**src/rtl/mac_pkg.sv**
```systemverilog
package mac_pkg;
  localparam int MAC_OPW  = 4;                    // operand width
  localparam int MAC_ACCW = 8;                    // addend and result width
  localparam int MAC_PPN  = MAC_OPW * MAC_OPW;    // partial-product count

  typedef logic [MAC_OPW-1:0]  opnd_t;
  typedef logic [MAC_ACCW-1:0] acc_t;

  // Arithmetic reference: product plus addend, wrapped to the result width.
  function automatic acc_t mac_ref(opnd_t a, opnd_t b, acc_t c);
    logic [2*MAC_ACCW-1:0] wide;
    wide = 16'(a) * 16'(b) + 16'(c);
    return wide[MAC_ACCW-1:0];
  endfunction

  // Cell equations shared by the adder cells.
  function automatic logic bit_sum3(logic x, logic y, logic z);
    return x ^ y ^ z;
  endfunction

  function automatic logic bit_maj3(logic x, logic y, logic z);
    return (x & y) | (x & z) | (y & z);
  endfunction
endpackage

```
**src/rtl/mac_fa.sv**
```systemverilog
module mac_fa import mac_pkg::*; (
  input  logic a,
  input  logic b,
  input  logic ci,
  output logic s,
  output logic co
);
  assign s  = bit_sum3(a, b, ci);
  assign co = bit_maj3(a, b, ci);
endmodule

```
**src/rtl/mac_ha.sv**
```systemverilog
module mac_ha (
  input  logic a,
  input  logic b,
  output logic s,
  output logic co
);
  assign s  = a ^ b;
  assign co = a & b;
endmodule

```
**src/rtl/mac_ppgen.sv**
```systemverilog
// AND-gate grid: pp[i][j] = a[i] & b[j], weight 2^(i+j).
module mac_ppgen import mac_pkg::*; #(
  parameter int W = MAC_OPW
) (
  input  logic [W-1:0]        a,
  input  logic [W-1:0]        b,
  output logic [W-1:0][W-1:0] pp
);
  for (genvar i = 0; i < W; i++) begin : g_row
    for (genvar j = 0; j < W; j++) begin : g_col
      assign pp[i][j] = a[i] & b[j];
    end
  end
endmodule

```
**src/rtl/mac_dadda.sv**
```systemverilog
// Three-stage column compression of 16 product bits plus 8 addend bits
// down to two rows. Column height targets per stage: 4, 3, 2.
// Carries that would land at weight 2^8 never arise in this schedule.
module mac_dadda import mac_pkg::*; (
  input  logic [MAC_OPW-1:0][MAC_OPW-1:0] pp,
  input  logic [MAC_ACCW-1:0]             c,
  output logic [MAC_ACCW-1:0]             row_x,
  output logic [MAC_ACCW-1:0]             row_z
);
  // Stage 1 (max height 5 -> 4): columns 3 and 4.
  logic s1_3, k1_3, s1_4, k1_4;
  mac_ha u_s1_c3 (.a(pp[3][0]), .b(pp[2][1]), .s(s1_3), .co(k1_3));
  mac_ha u_s1_c4 (.a(pp[3][1]), .b(pp[2][2]), .s(s1_4), .co(k1_4));

  // Stage 2 (height 4 -> 3): columns 2..5.
  logic s2_2, k2_2, s2_3, k2_3, s2_4, k2_4, s2_5, k2_5;
  mac_ha u_s2_c2 (.a(pp[2][0]), .b(pp[1][1]), .s(s2_2), .co(k2_2));
  mac_fa u_s2_c3 (.a(s1_3), .b(pp[1][2]), .ci(pp[0][3]), .s(s2_3), .co(k2_3));
  mac_fa u_s2_c4 (.a(s1_4), .b(pp[1][3]), .ci(c[4]),     .s(s2_4), .co(k2_4));
  mac_fa u_s2_c5 (.a(pp[3][2]), .b(pp[2][3]), .ci(c[5]), .s(s2_5), .co(k2_5));

  // Stage 3 (height 3 -> 2): columns 1..6.
  logic s3_1, k3_1, s3_2, k3_2, s3_3, k3_3, s3_4, k3_4, s3_5, k3_5, s3_6, k3_6;
  mac_ha u_s3_c1 (.a(pp[1][0]), .b(pp[0][1]), .s(s3_1), .co(k3_1));
  mac_fa u_s3_c2 (.a(s2_2), .b(pp[0][2]), .ci(c[2]), .s(s3_2), .co(k3_2));
  mac_fa u_s3_c3 (.a(s2_3), .b(c[3]),     .ci(k2_2), .s(s3_3), .co(k3_3));
  mac_fa u_s3_c4 (.a(s2_4), .b(k1_3),     .ci(k2_3), .s(s3_4), .co(k3_4));
  mac_fa u_s3_c5 (.a(s2_5), .b(k1_4),     .ci(k2_4), .s(s3_5), .co(k3_5));
  mac_fa u_s3_c6 (.a(pp[3][3]), .b(c[6]), .ci(k2_5), .s(s3_6), .co(k3_6));

  // Two surviving rows, one bit per column.
  assign row_x = {c[7], s3_6, s3_5, s3_4, s3_3, s3_2, s3_1, pp[0][0]};
  assign row_z = {k3_6, k3_5, k3_4, k3_3, k3_2, k3_1, c[1], c[0]};
endmodule

```
**src/rtl/mac_cpa.sv**
```systemverilog
// Ripple carry resolution of the two rows; carry past the top bit is dropped.
module mac_cpa #(
  parameter int W = 8
) (
  input  logic [W-1:0] x,
  input  logic [W-1:0] z,
  output logic [W-1:0] s
);
  localparam int NR = W - 1;
  logic [NR-1:0] r;

  mac_ha u_b0 (.a(x[0]), .b(z[0]), .s(s[0]), .co(r[0]));
  for (genvar i = 1; i < NR; i++) begin : g_fa
    mac_fa u_fa (.a(x[i]), .b(z[i]), .ci(r[i-1]), .s(s[i]), .co(r[i]));
  end
  assign s[W-1] = x[W-1] ^ z[W-1] ^ r[NR-1];
endmodule

```
**src/rtl/dmac4.sv**
```systemverilog
module dmac4 import mac_pkg::*; #(
  parameter bit REG_OUT = 1'b1
) (
  input  logic                clk,
  input  logic                rst_n,
  input  logic                in_valid,
  input  logic [MAC_OPW-1:0]  a,
  input  logic [MAC_OPW-1:0]  b,
  input  logic [MAC_ACCW-1:0] c,
  output logic                out_valid,
  output logic [MAC_ACCW-1:0] y
);
  // Named internal nets, observed by the bound checker.
  logic [MAC_OPW-1:0][MAC_OPW-1:0] pp;
  logic [MAC_ACCW-1:0]             row_x;
  logic [MAC_ACCW-1:0]             row_z;
  logic [MAC_ACCW-1:0]             sum_comb;

  mac_ppgen #(.W(MAC_OPW)) u_pp (.a(a), .b(b), .pp(pp));
  mac_dadda u_tree (.pp(pp), .c(c), .row_x(row_x), .row_z(row_z));
  mac_cpa #(.W(MAC_ACCW)) u_cpa (.x(row_x), .z(row_z), .s(sum_comb));

  if (REG_OUT) begin : g_reg
    logic [MAC_ACCW-1:0] y_q;
    logic                v_q;
    always_ff @(posedge clk or negedge rst_n) begin
      if (!rst_n) begin
        y_q <= '0;
        v_q <= 1'b0;
      end else begin
        v_q <= in_valid;
        if (in_valid) y_q <= sum_comb;
      end
    end
    assign y         = y_q;
    assign out_valid = v_q;
  end else begin : g_comb
    assign y         = sum_comb;
    assign out_valid = in_valid;
  end
endmodule

```
**config.mk**
```make
export PLATFORM = sky130hd
export DESIGN_NAME = dmac4
export DESIGN_NICKNAME = d
export VERILOG_FILES = /design/src/rtl/mac_pkg.sv /design/src/rtl/mac_fa.sv /design/src/rtl/mac_ha.sv /design/src/rtl/mac_ppgen.sv /design/src/rtl/mac_dadda.sv /design/src/rtl/mac_cpa.sv /design/src/rtl/dmac4.sv
export SDC_FILE = /design/constraint.sdc
export NUM_CORES = 1
export LEC_CHECK = 0
export ABC_AREA = 1
export CAP_MARGIN = 10
export CORE_MARGIN = 5
export CORE_UTILIZATION = 47
export DETAILED_ROUTE_END_ITERATION = 8
export HOLD_SLACK_MARGIN = 0.03
export PLACE_DENSITY = 0.89
export SLEW_MARGIN = 10
export SYNTH_ARGS = -nofsm -noshare
export SYNTH_HDL_FRONTEND = slang
export SYNTH_HIERARCHICAL = 1
export SYNTH_SLANG_ARGS = --single-unit
```
**constraint.sdc**
```tcl
create_clock -name clk -period 0.8 [get_ports clk]
set_input_delay 0.16 -clock clk [delete_from_list [all_inputs] [get_ports clk]]
set_output_delay 0.16 -clock clk [all_outputs]
set_load 0.01 [all_outputs]
```
==> impl_summary.log <==
INFO  metric gp_congestion = 0.8114
INFO  metric timing.final.crit_period = 3.086 ns
INFO  metric root_buffer = clkbuf_4
INFO  metric antenna_found_initial = 0
INFO  metric cts_htree_levels = 1
INFO  metric place.detailed.instances = 156
INFO  metric areaGrowthSynthToFinish = 41.82%
INFO  metric die_height = 54.92 um
INFO  metric finish.cell_count_without_fillers = 168
INFO  metric finalHoldViolCount = 0
INFO  metric pwr-share-comb = 55.2%
INFO  metric multi_input_comb_area = 614.3 um2
INFO  metric maxSlewViolCount = 0
INFO  metric synth_cells = 111
INFO  metric total_leakage_power = 0.7511 nW
INFO  metric num_rows = 16
INFO  metric clk-insertion-delay-late = 0.26 ns
INFO  metric start_of_the_worst_register_to_register_path = y[3]
INFO  metric worst_setup_end_kind = flip-flop
INFO  metric r2r_slack = -0.07 ns
INFO  metric holdBufCountCts = 0
INFO  metric sw_frac_of_total = 35.15%
INFO  metric synth_seq_cells = 9
INFO  metric power_density = 1671 mW/mm2
INFO  metric ir_worst_vdd = 0.8874 mV
INFO  metric chipWidth = 54.92 um
INFO  metric tritoncts = done
INFO  metric initialDrtViolationCount = 7
INFO  metric result_of_the_run = finished with violations
INFO  metric timing.hold.ws = 0.2049 ns
INFO  metric cp.required = 1.00 ns
INFO  metric drt_wl_total = 2154 um
INFO  metric cap_viol_max_count = 0
INFO  metric die_area = 0.003016 mm2
INFO  metric pwr-share-clk = 15.5%
INFO  metric setup-violations-final = 16
INFO  metric setup_slack = -2.286 ns
INFO  metric path_max_fanout = 2
INFO  metric avgSynthCellArea = 8.544 um2
INFO  metric worst_setup_path_startpoint = b[0]
INFO  metric detailroute.via_count = 767
INFO  metric number_of_distinct_standard_cells_referenced_by_the_synthesized_netlist = 9
INFO  metric detailed_place.area = 0.001221 mm2
INFO  metric gr-usage-all-layers = 16.33%
INFO  metric worst_ep_arrival_time = 3.29 ns
INFO  metric vias_per_cell = 4.565
INFO  metric final_design_area_no_fill = 0.001345 mm2
INFO  metric ys_seq_area_share = 23.75%
INFO  metric placement.io_buffers = 27
INFO  metric route.detailed.wl_per_inst = 12.82 um
INFO  metric number_of_inserted_diodes = 0
INFO  metric final-seq-area = 225.2 um2
INFO  metric crit_end = y[7]
INFO  metric path_class = in -> reg
INFO  metric start_util = 48.84%
INFO  metric min_period_over_period = 385.8%
INFO  metric max-slew-margin-rel = 90.51%
INFO  metric filler_cell_count = 161
INFO  metric synthesis.nets = 149
INFO  metric dr.pass1.iters = 4
INFO  metric violations_in_the_final_reports = setup timing
INFO  metric drive_gt1_share = 43.97%
INFO  metric globalRoute.totalOverflow = 0
INFO  metric worst_setup_hold_path_clk_slew = 0.06 ns
INFO  metric timing.hold.worst.class = in -> async
INFO  metric critPathLaunchType = input pin
INFO  metric ff2ff_path_depth = 4
INFO  metric maximum_number_of_pins_on_one_net_before_global_route_repair = 10
INFO  metric grt_pass1_wl = 3325 um
INFO  metric ant_nets = 0
INFO  metric synth_area = 948.4 um2
INFO  metric finalNetCount = 180
INFO  metric timing_worst_slew_pin_value = 0.1424 ns
INFO  metric fmax = 324.0 MHz
INFO  metric p_sw = 790.2 uW
INFO  metric power.internal = 1.458 mW
INFO  metric power.sequential.fraction = 29.3%
INFO  metric remaining_design_rule_violation_count = 0
INFO  metric clk_path_buf_depth = 2
INFO  metric timing.clock.skew = 0 ns
INFO  metric unrepaired_setup_endpoints_after_global_routing = true
INFO  metric design.core.area = 0.001942 mm2
INFO  metric r2r_end = y[3]
INFO  metric floorplan.io_pins = 28
INFO  metric clock_sink_count = 9
INFO  metric number_of_global_route_vias_before_repair = 829
INFO  metric place_hpwl = 1668 um
INFO  metric tritoncts.num_buffers = 3
INFO  metric yosys_warnings = 6
## per-layer routing
layer	global-route usage, %	vias to the layer above	wire (um)
met4	11.74	0	75
met3	3.485	8	132
met1	14.60	356	745
met2	31.50	41	1201
li1	-	362	-
met5	0	-	0
## synthesized netlist by cell type (all sizes together)
| cell | number | share of area, % |
|---|---|---|
| nand2 | 45 | 18 |
| inv | 20 | 7.9 |
| buf | 17 | 14 |
| fa | 14 | 30 |
| dfrtp | 9 | 24 |
| ha | 5 | 6.6 |
| nand3 | 1 | 0.53 |
## worst min path at each step
stage                from        end  cells past startpoint
floorplan           rst_n  out_valid                      0
global placement    rst_n  out_valid                      2
detailed placement   y[4]       y[4]                      2
CTS                 rst_n       y[1]                      2
global route        rst_n       y[3]                      2
finish              rst_n       y[3]                      2
## cell type report
class / instances / area share (%)
sequential: 9 / 16.74
timing repair buffer: 43 / 27.53
multi-input combinational: 65 / 45.67
inverter: 20 / 5.581
tap: 27 / 2.512
clock buffer: 4 / 1.953
## flip-flops by register name, summed over array words and instances, names as in the netlist
signal,flops
out_valid,1
y,8
## power groups by stage
| stage | clock network (mW) | logic [mW] | registers (mW) |
|---|---|---|---|
| global placement | 0 | 1.07 | 0.658 |
| detailed placement | 0 | 1.14 | 0.664 |
| floorplan | 0 | 0.622 | 0.728 |
| CTS | 0.356 | 1.12 | 0.648 |
| finish | 0.348 | 1.24 | 0.658 |
| global route | 0.380 | 1.39 | 0.670 |
## cells in the final DEF (no fill, tap or decap), types with 2 or more instances in the layout
cell type and count:
nand2_1 38, buf_4 15, inv_1 11, inv_2 9, dfrtp_1 9, clkdlybuf4s50_1 8
buf_6 8, fa_1 8, buf_2 7, fa_2 6, nand2_2 5, ha_4 4
clkbuf_4 3, dlygate4sd2_1 3, nand2_4 2
## through the flow
stage	setup TNS [ns]	worst slack [ns]	total power, mW	util, %
2_1_floorplan	-11.71	-2.479	1.350	-
3_3_place_gp	-17.92	-3.019	1.723	62.89
3_5_place_dp	-18.53	-3.136	1.802	62.89
4_1_cts	-11.75	-2.290	2.123	66.56
5_1_grt	-12.30	-2.375	2.441	69.27
6_report	-11.67	-2.286	2.248	69.27
## repair_timing
item	CTS	global route
resized for setup	91	6
pin swaps	27	5
setup endpoints to repair	17	17
buffers inserted	5	3
endpoints found under the hold margin	0	0
## critical path, cell delays in order
cell     delay [ns]
buf_8          0.10
nand2_4        0.05
inv_2          0.04
ha_4           0.23
fa_1           0.56
fa_1           0.44
fa_2           0.36
fa_2           0.35
fa_2           0.35
fa_2           0.36
inv_2          0.07
nand2_2        0.04
nand2_1        0.07
nand2_1        0.05
nand2_1        0.05
## kinds of logic (layout without fill, tap and decap cells)
group | after synthesis | after routing | share of synthesized area, %
adders and majority gates | 19 | 19 | 36.15
DFF | 9 | 9 | 23.75
buffers and inverters | 37 | 67 | 21.77
and+or+nand+nor | 46 | 46 | 18.34
Note: power is estimated with default switching activity, not from simulation.
